--- src/rtl/gfe_pkg.sv ---
package gfe_pkg;
  localparam int REG_W      = 16;
  localparam int ADDR_W     = 2;
  localparam int EVT_UN_POS = 14;
  localparam int EVT_OV_POS = 15;
  localparam int N_EVT      = 2;

  typedef enum logic [ADDR_W-1:0] {
    SEL_EVT  = 2'd0,
    SEL_MASK = 2'd1,
    SEL_STAT = 2'd2,
    SEL_CTRL = 2'd3
  } reg_sel_e;

  // place the two live event bits into a register word
  function automatic logic [REG_W-1:0] evt_word(input logic [N_EVT-1:0] ev);
    logic [REG_W-1:0] w;
    w = '0;
    w[EVT_UN_POS] = ev[0];
    w[EVT_OV_POS] = ev[1];
    return w;
  endfunction

  // pull the clear request for each live event bit from write data
  function automatic logic [N_EVT-1:0] evt_pick(input logic [REG_W-1:0] w);
    return {w[EVT_OV_POS], w[EVT_UN_POS]};
  endfunction

  function automatic logic [REG_W-1:0] stat_word(input logic dis, input logic rxh);
    logic [REG_W-1:0] w;
    w = '0;
    w[0] = dis;
    w[1] = rxh;
    return w;
  endfunction

  // sticky bit: a new event outranks a clear in the same cycle
  function automatic logic sticky_next(input logic q, input logic set, input logic clr);
    return set | (q & ~clr);
  endfunction
endpackage

--- src/rtl/gfe_evt_bits.sv ---
module gfe_evt_bits #(
  parameter int N = gfe_pkg::N_EVT
) (
  input  logic         clk,
  input  logic         rst_n,
  input  logic [N-1:0] set,
  input  logic [N-1:0] clr,
  output logic [N-1:0] q
);
  for (genvar i = 0; i < N; i++) begin : g_bit
    always_ff @(posedge clk or negedge rst_n) begin
      if (!rst_n) q[i] <= 1'b0;
      else        q[i] <= gfe_pkg::sticky_next(q[i], set[i], clr[i]);
    end

    p_set_wins_r5: assert property (@(posedge clk) disable iff (!rst_n)
      set[i] |=> q[i]);
    p_keep_r4: assert property (@(posedge clk) disable iff (!rst_n)
      (q[i] && !clr[i]) |=> q[i]);
    p_clear_r4: assert property (@(posedge clk) disable iff (!rst_n)
      (clr[i] && !set[i]) |=> !q[i]);
  end
endmodule

--- src/rtl/gfe_tx_halt.sv ---
module gfe_tx_halt (
  input  logic clk,
  input  logic rst_n,
  input  logic underrun,
  input  logic sched_set,
  input  logic host_wr,
  input  logic host_val,
  input  logic tx_data,
  output logic dis,
  output logic tx_line
);
  logic force_on;
  assign force_on = underrun | sched_set;

  always_ff @(posedge clk or negedge rst_n) begin
    if (!rst_n)        dis <= 1'b0;
    else if (force_on) dis <= 1'b1;
    else if (host_wr)  dis <= host_val;
  end

  assign tx_line = dis | tx_data;

  p_force_r10: assert property (@(posedge clk) disable iff (!rst_n)
    force_on |=> dis);
  p_un_dis_r6: assert property (@(posedge clk) disable iff (!rst_n)
    underrun |=> dis);
  p_release_r9: assert property (@(posedge clk) disable iff (!rst_n)
    (host_wr && !host_val && !force_on) |=> !dis);
  p_hold_r9: assert property (@(posedge clk) disable iff (!rst_n)
    (dis && !host_wr) |=> dis);
endmodule

--- src/rtl/gfe_rx_halt.sv ---
module gfe_rx_halt (
  input  logic clk,
  input  logic rst_n,
  input  logic overrun,
  input  logic restart,
  output logic rx_halt,
  output logic dma_block
);
  always_ff @(posedge clk or negedge rst_n) begin
    if (!rst_n) rx_halt <= 1'b0;
    else        rx_halt <= gfe_pkg::sticky_next(rx_halt, overrun, restart);
  end

  assign dma_block = rx_halt;

  p_ov_halt_r8: assert property (@(posedge clk) disable iff (!rst_n)
    overrun |=> (rx_halt && dma_block));
  p_stay_r8: assert property (@(posedge clk) disable iff (!rst_n)
    (rx_halt && !restart) |=> rx_halt);
  p_restart_r8: assert property (@(posedge clk) disable iff (!rst_n)
    (restart && !overrun) |=> !rx_halt);
endmodule

--- src/rtl/gfe_halt_ctrl.sv ---
module gfe_halt_ctrl #(
  parameter int REG_W  = gfe_pkg::REG_W,
  parameter int ADDR_W = gfe_pkg::ADDR_W
) (
  input  logic              clk,
  input  logic              rst_n,
  input  logic              tx_fifo_underrun,
  input  logic              rx_fifo_overrun,
  input  logic              sched_dis_set,
  input  logic              tx_data,
  input  logic              reg_wr,
  input  logic [ADDR_W-1:0] reg_addr,
  input  logic [REG_W-1:0]  reg_wdata,
  output logic [REG_W-1:0]  reg_rdata,
  output logic              tx_halt,
  output logic              tx_line,
  output logic              rx_halt,
  output logic              dma_block,
  output logic              irq
);
  import gfe_pkg::*;

  reg_sel_e          sel;
  logic              wr_evt, wr_mask, wr_stat, wr_ctrl;
  logic [N_EVT-1:0]  evt_set, evt_clr, evt_q;
  logic [REG_W-1:0]  mask_q, evt_vec;
  logic              dis_q, rx_restart;

  assign sel     = reg_sel_e'(reg_addr);
  assign wr_evt  = reg_wr && (sel == SEL_EVT);
  assign wr_mask = reg_wr && (sel == SEL_MASK);
  assign wr_stat = reg_wr && (sel == SEL_STAT);
  assign wr_ctrl = reg_wr && (sel == SEL_CTRL);

  assign evt_set    = {rx_fifo_overrun, tx_fifo_underrun};
  assign evt_clr    = wr_evt ? evt_pick(reg_wdata) : '0;
  assign rx_restart = wr_ctrl && reg_wdata[0];

  gfe_evt_bits #(.N(N_EVT)) u_evt (
    .clk(clk), .rst_n(rst_n), .set(evt_set), .clr(evt_clr), .q(evt_q)
  );

  gfe_tx_halt u_tx (
    .clk(clk), .rst_n(rst_n), .underrun(tx_fifo_underrun),
    .sched_set(sched_dis_set), .host_wr(wr_stat), .host_val(reg_wdata[0]),
    .tx_data(tx_data), .dis(dis_q), .tx_line(tx_line)
  );

  gfe_rx_halt u_rx (
    .clk(clk), .rst_n(rst_n), .overrun(rx_fifo_overrun),
    .restart(rx_restart), .rx_halt(rx_halt), .dma_block(dma_block)
  );

  always_ff @(posedge clk or negedge rst_n) begin
    if (!rst_n)       mask_q <= '0;
    else if (wr_mask) mask_q <= reg_wdata;
  end

  assign evt_vec = evt_word(evt_q);
  assign tx_halt = dis_q;
  assign irq     = |(evt_vec & mask_q);

  always_comb begin
    unique case (sel)
      SEL_EVT:  reg_rdata = evt_vec;
      SEL_MASK: reg_rdata = mask_q;
      SEL_STAT: reg_rdata = stat_word(dis_q, rx_halt);
      default:  reg_rdata = '0;
    endcase
  end

  p_un_evt_r2: assert property (@(posedge clk) disable iff (!rst_n)
    tx_fifo_underrun |=> evt_vec[EVT_UN_POS]);
  p_ov_evt_r3: assert property (@(posedge clk) disable iff (!rst_n)
    rx_fifo_overrun |=> evt_vec[EVT_OV_POS]);
  p_idle_line_r7: assert property (@(posedge clk) disable iff (!rst_n)
    tx_halt |-> tx_line);
  p_mask_keep_r11: assert property (@(posedge clk) disable iff (!rst_n)
    !wr_mask |=> $stable(mask_q));
endmodule

--- config.mk ---
export PLATFORM = sky130hd
export DESIGN_NAME = gfe_halt_ctrl
export DESIGN_NICKNAME = d
export VERILOG_FILES = /design/src/rtl/gfe_pkg.sv /design/src/rtl/gfe_evt_bits.sv /design/src/rtl/gfe_tx_halt.sv /design/src/rtl/gfe_rx_halt.sv /design/src/rtl/gfe_halt_ctrl.sv
export SDC_FILE = /design/constraint.sdc
export NUM_CORES = 1
export LEC_CHECK = 0
export ABC_AREA = 0
export CAP_MARGIN = 20
export CELL_PAD_IN_SITES_DETAIL_PLACEMENT = 1
export CELL_PAD_IN_SITES_GLOBAL_PLACEMENT = 2
export CORE_MARGIN = 4
export CORE_UTILIZATION = 23
export DETAILED_ROUTE_END_ITERATION = 7
export PLACE_DENSITY_LB_ADDON = 0.25
export SKIP_LAST_GASP = 1
export SYNTH_ARGS = -nofsm -noshare
export SYNTH_HDL_FRONTEND = slang
export SYNTH_SLANG_ARGS = --single-unit
--- constraint.sdc ---
create_clock -name clk -period 1.1 [get_ports clk]
set_input_delay 0.275 -clock clk [delete_from_list [all_inputs] [get_ports clk]]
set_output_delay 0.275 -clock clk [all_outputs]
set_load 0.01 [all_outputs]
==> metrics.txt <==
status finished, violations left; failing checks negative setup slack; Final period util 1.23; port bufs 45; Max Slew Vio Count 0; max cap viols 0; htree depth 1; Max IR drop VDD about 0.00034 V; clk buf depth 2; worst-margin pin slew roughly 0.18 ns; vias slightly below 800; area grow syn2layout 75.4%; Die Y-Extent approximately 74 um; Yosys top cell area share 0.500; switching portion of total power 0.241; sw power 474 uW; Worst Path Required a little over 0.8 ns; setup TNS -4.08 ns; DRC Markers 0; gr ovfl total 0; startpoint types register; CP max-delay cell dfrtp_1; most common cell in the synthesized netlist dfrtp_1; Avg Cell Area, Syn 13.7 sq um; share of cells above drive strength 1 0.560; ys async rst share 1.00; Final Net Count around 160; CTS Sinks 20; final WL around 2500 um; antenna violations before repair 0; Crit path max-delay family flip-flops; PD cells 1120 nW/um^2; Power Total 1.97 mW; Flop pwr share 0.465; RSZ-0062 raised after global routing true; YS warnings 0; Post-synth EDFFs 0; reg2reg start u_tx.dis; synth top area cells dfrtp_1 50%, mux2_4 15%, and2_1 7.5%; dpl ws -0.989 ns; First-pass DRT Iterations 4; largest net degree at the start of global routing 21; internal cell power 1.50 mW; sequential share of the synthesized area 0.500; area leader, netlist dfrtp_1; Slew Limit Headroom 0.882; total CTS buffers 3; final worst slack -0.250 ns; drt initial violations 26; critical path class register to output pin; CTS tree yes; clock group share of total power 0.237; critical path arrival between 1 and 1.5 ns; fin util 0.427; Core ar. between 4000 and 5000 sq um; Synthesized Nets 98; WP buf/inv 1; Post-Layout Cell Count 184; Antenna Cells 0; Vias/cell 4.28; critical path peak fanout 2; Skew-Pair Late Insertion Delay about 0.25 ns; crit path from u_tx.dis; final setup skew 0 ns; GRT Util Overall 0.0968; Hold Path Class input pin to async pin; Syn Inst Count 73; Yosys cell types 19; ys flop type dfrtp_1; Synth top cells by count 20 x dfrtp_1, 12 x and2_1, 10 x mux2_4, 6 x mux2_2; die area 5470 sq um; final hold violations 0; HPWL after detailed placement 2000 um; Worst-path clk slew 0.07 ns; CP max stage delay approximately 0.4 ns; wire per inst between 10 and 15 um; FF+latch count, synth 20; GP Congestion around 0.78; max frequency 740 MHz; IO Pins 46; chip width 74.0 um; Initial Util 0.243; Mapped Area 1000 sq um; Placed Instances approximately 180; Leak about 0.82 nW; first-pass GRT wire length a little over 4000 um; Final Critical Period 1.35 ns; endpoint type of the worst setup path output pin; Gate power share 0.297; clock root buffer clkbuf_8; post-route ant nets 0; number of global-route vias before repair around 900; num rows 23; endpoints failing setup 21; crit-path cells or2_2 -> buf_6
-- path summary, 6_finish.rpt --
check | end | slack, ns | depth (start not counted)
min in group clk | u_tx.dis | 0.45 | 4
min reg2reg | mask_q[7] | 0.51 | 1
max in group asynchronous | mask_q[9] | 0.59 | 2
max | tx_line | -0.25 | 2
min | mask_q[3] | 0.37 | 2
max reg2reg | u_tx.dis | 0.10 | 4
-- cells by family (layout without fill, tap and decap cells) --
| kind of cell | Yosys count | count (layout) | synth area share |
|---|---|---|---|
| and+or+nand+nor | 24 | 24 | 0.169 |
| DFF | 20 | 20 | 0.500 |
| muxes | 19 | 19 | 0.247 |
| AOI/OAI and AO/OA | 6 | 6 | 0.0488 |
| buffers and inverters | 4 | 65 | 0.0350 |
-- layer usage --
| metal | vias up | GRT usage | wire (um) |
|---|---|---|---|
| li1 | 377 | - | - |
| met1 | 372 | 0.141 | 1220 |
| met2 | 37 | 0.144 | 1110 |
| met3 | 2 | 0.0243 | 208 |
| met4 | 0 | 0.0241 | 14 |
| met5 | - | 0 | 0 |
-- layout make-up --
type,instances,area (sq um)
well taps,50,62.6
flip-flops and latches,20,500
multi-input cells,49,502
repair buffers,62,649
clock buffers,3,41.3
fillers,437,2360
-- timing repair --
item,4_1_cts,5_1_grt
endpoints found under the setup margin,40,29
cloned,1,0
hold buffers,0,0
pin swaps,5,1
gates resized for setup,124,3
setup buffers,2,1
-- sequential cells by signal (all words and copies together) (netlist names) --
register        cells
mask_q             16
u_rx.dma_block      1
u_tx.dis            1
u_evt.q             2
-- power groups by stage --
| stage | Combinational [mW] | Clock, mW | Sequential, mW |
|---|---|---|---|
| final | 0.587 | 0.468 | 0.918 |
| after floorplan | 0.294 | 0 | 0.912 |
| after detailed placement | 0.577 | 0 | 0.929 |
| after global placement | 0.572 | 0 | 0.931 |
| after global routing | 0.632 | 0.526 | 0.932 |
| after CTS | 0.589 | 0.480 | 0.918 |
-- cells in the final DEF (no fill, tap or decap), types with 2 or more instances in the layout --
cell type | synthesis | layout
buf_6 | 0 | 28
clkdlybuf4s50_1 | 0 | 21
dfrtp_1 | 20 | 20
and2_4 | 0 | 12
mux2_4 | 10 | 10
mux2_2 | 6 | 6
buf_2 | 0 | 5
buf_4 | 2 | 4
a22o_1 | 3 | 3
mux2i_1 | 3 | 3
a21o_1 | 3 | 3
clkbuf_8 | 0 | 3
buf_12 | 0 | 3
nor2_1 | 2 | 2
nand4bb_1 | 2 | 2
-- metrics by stage --
step	hold slack (ns)	instance area, sq um
2_1_floorplan	-0.0206	1040
3_3_place_gp	0.488	1640
3_5_place_dp	0.492	1640
4_1_cts	0.372	1730
5_1_grt	0.376	1760
6_report	0.370	1760
-- worst register-to-register path, stage by stage, from the launching register on --
cell and delay [ns]:
dfrtp_1 0.39, buf_6 0.12, buf_4 0.13, nor3_2 0.16, mux2i_1 0.09
No activity file was read; power rests on OpenSTA's default activity.
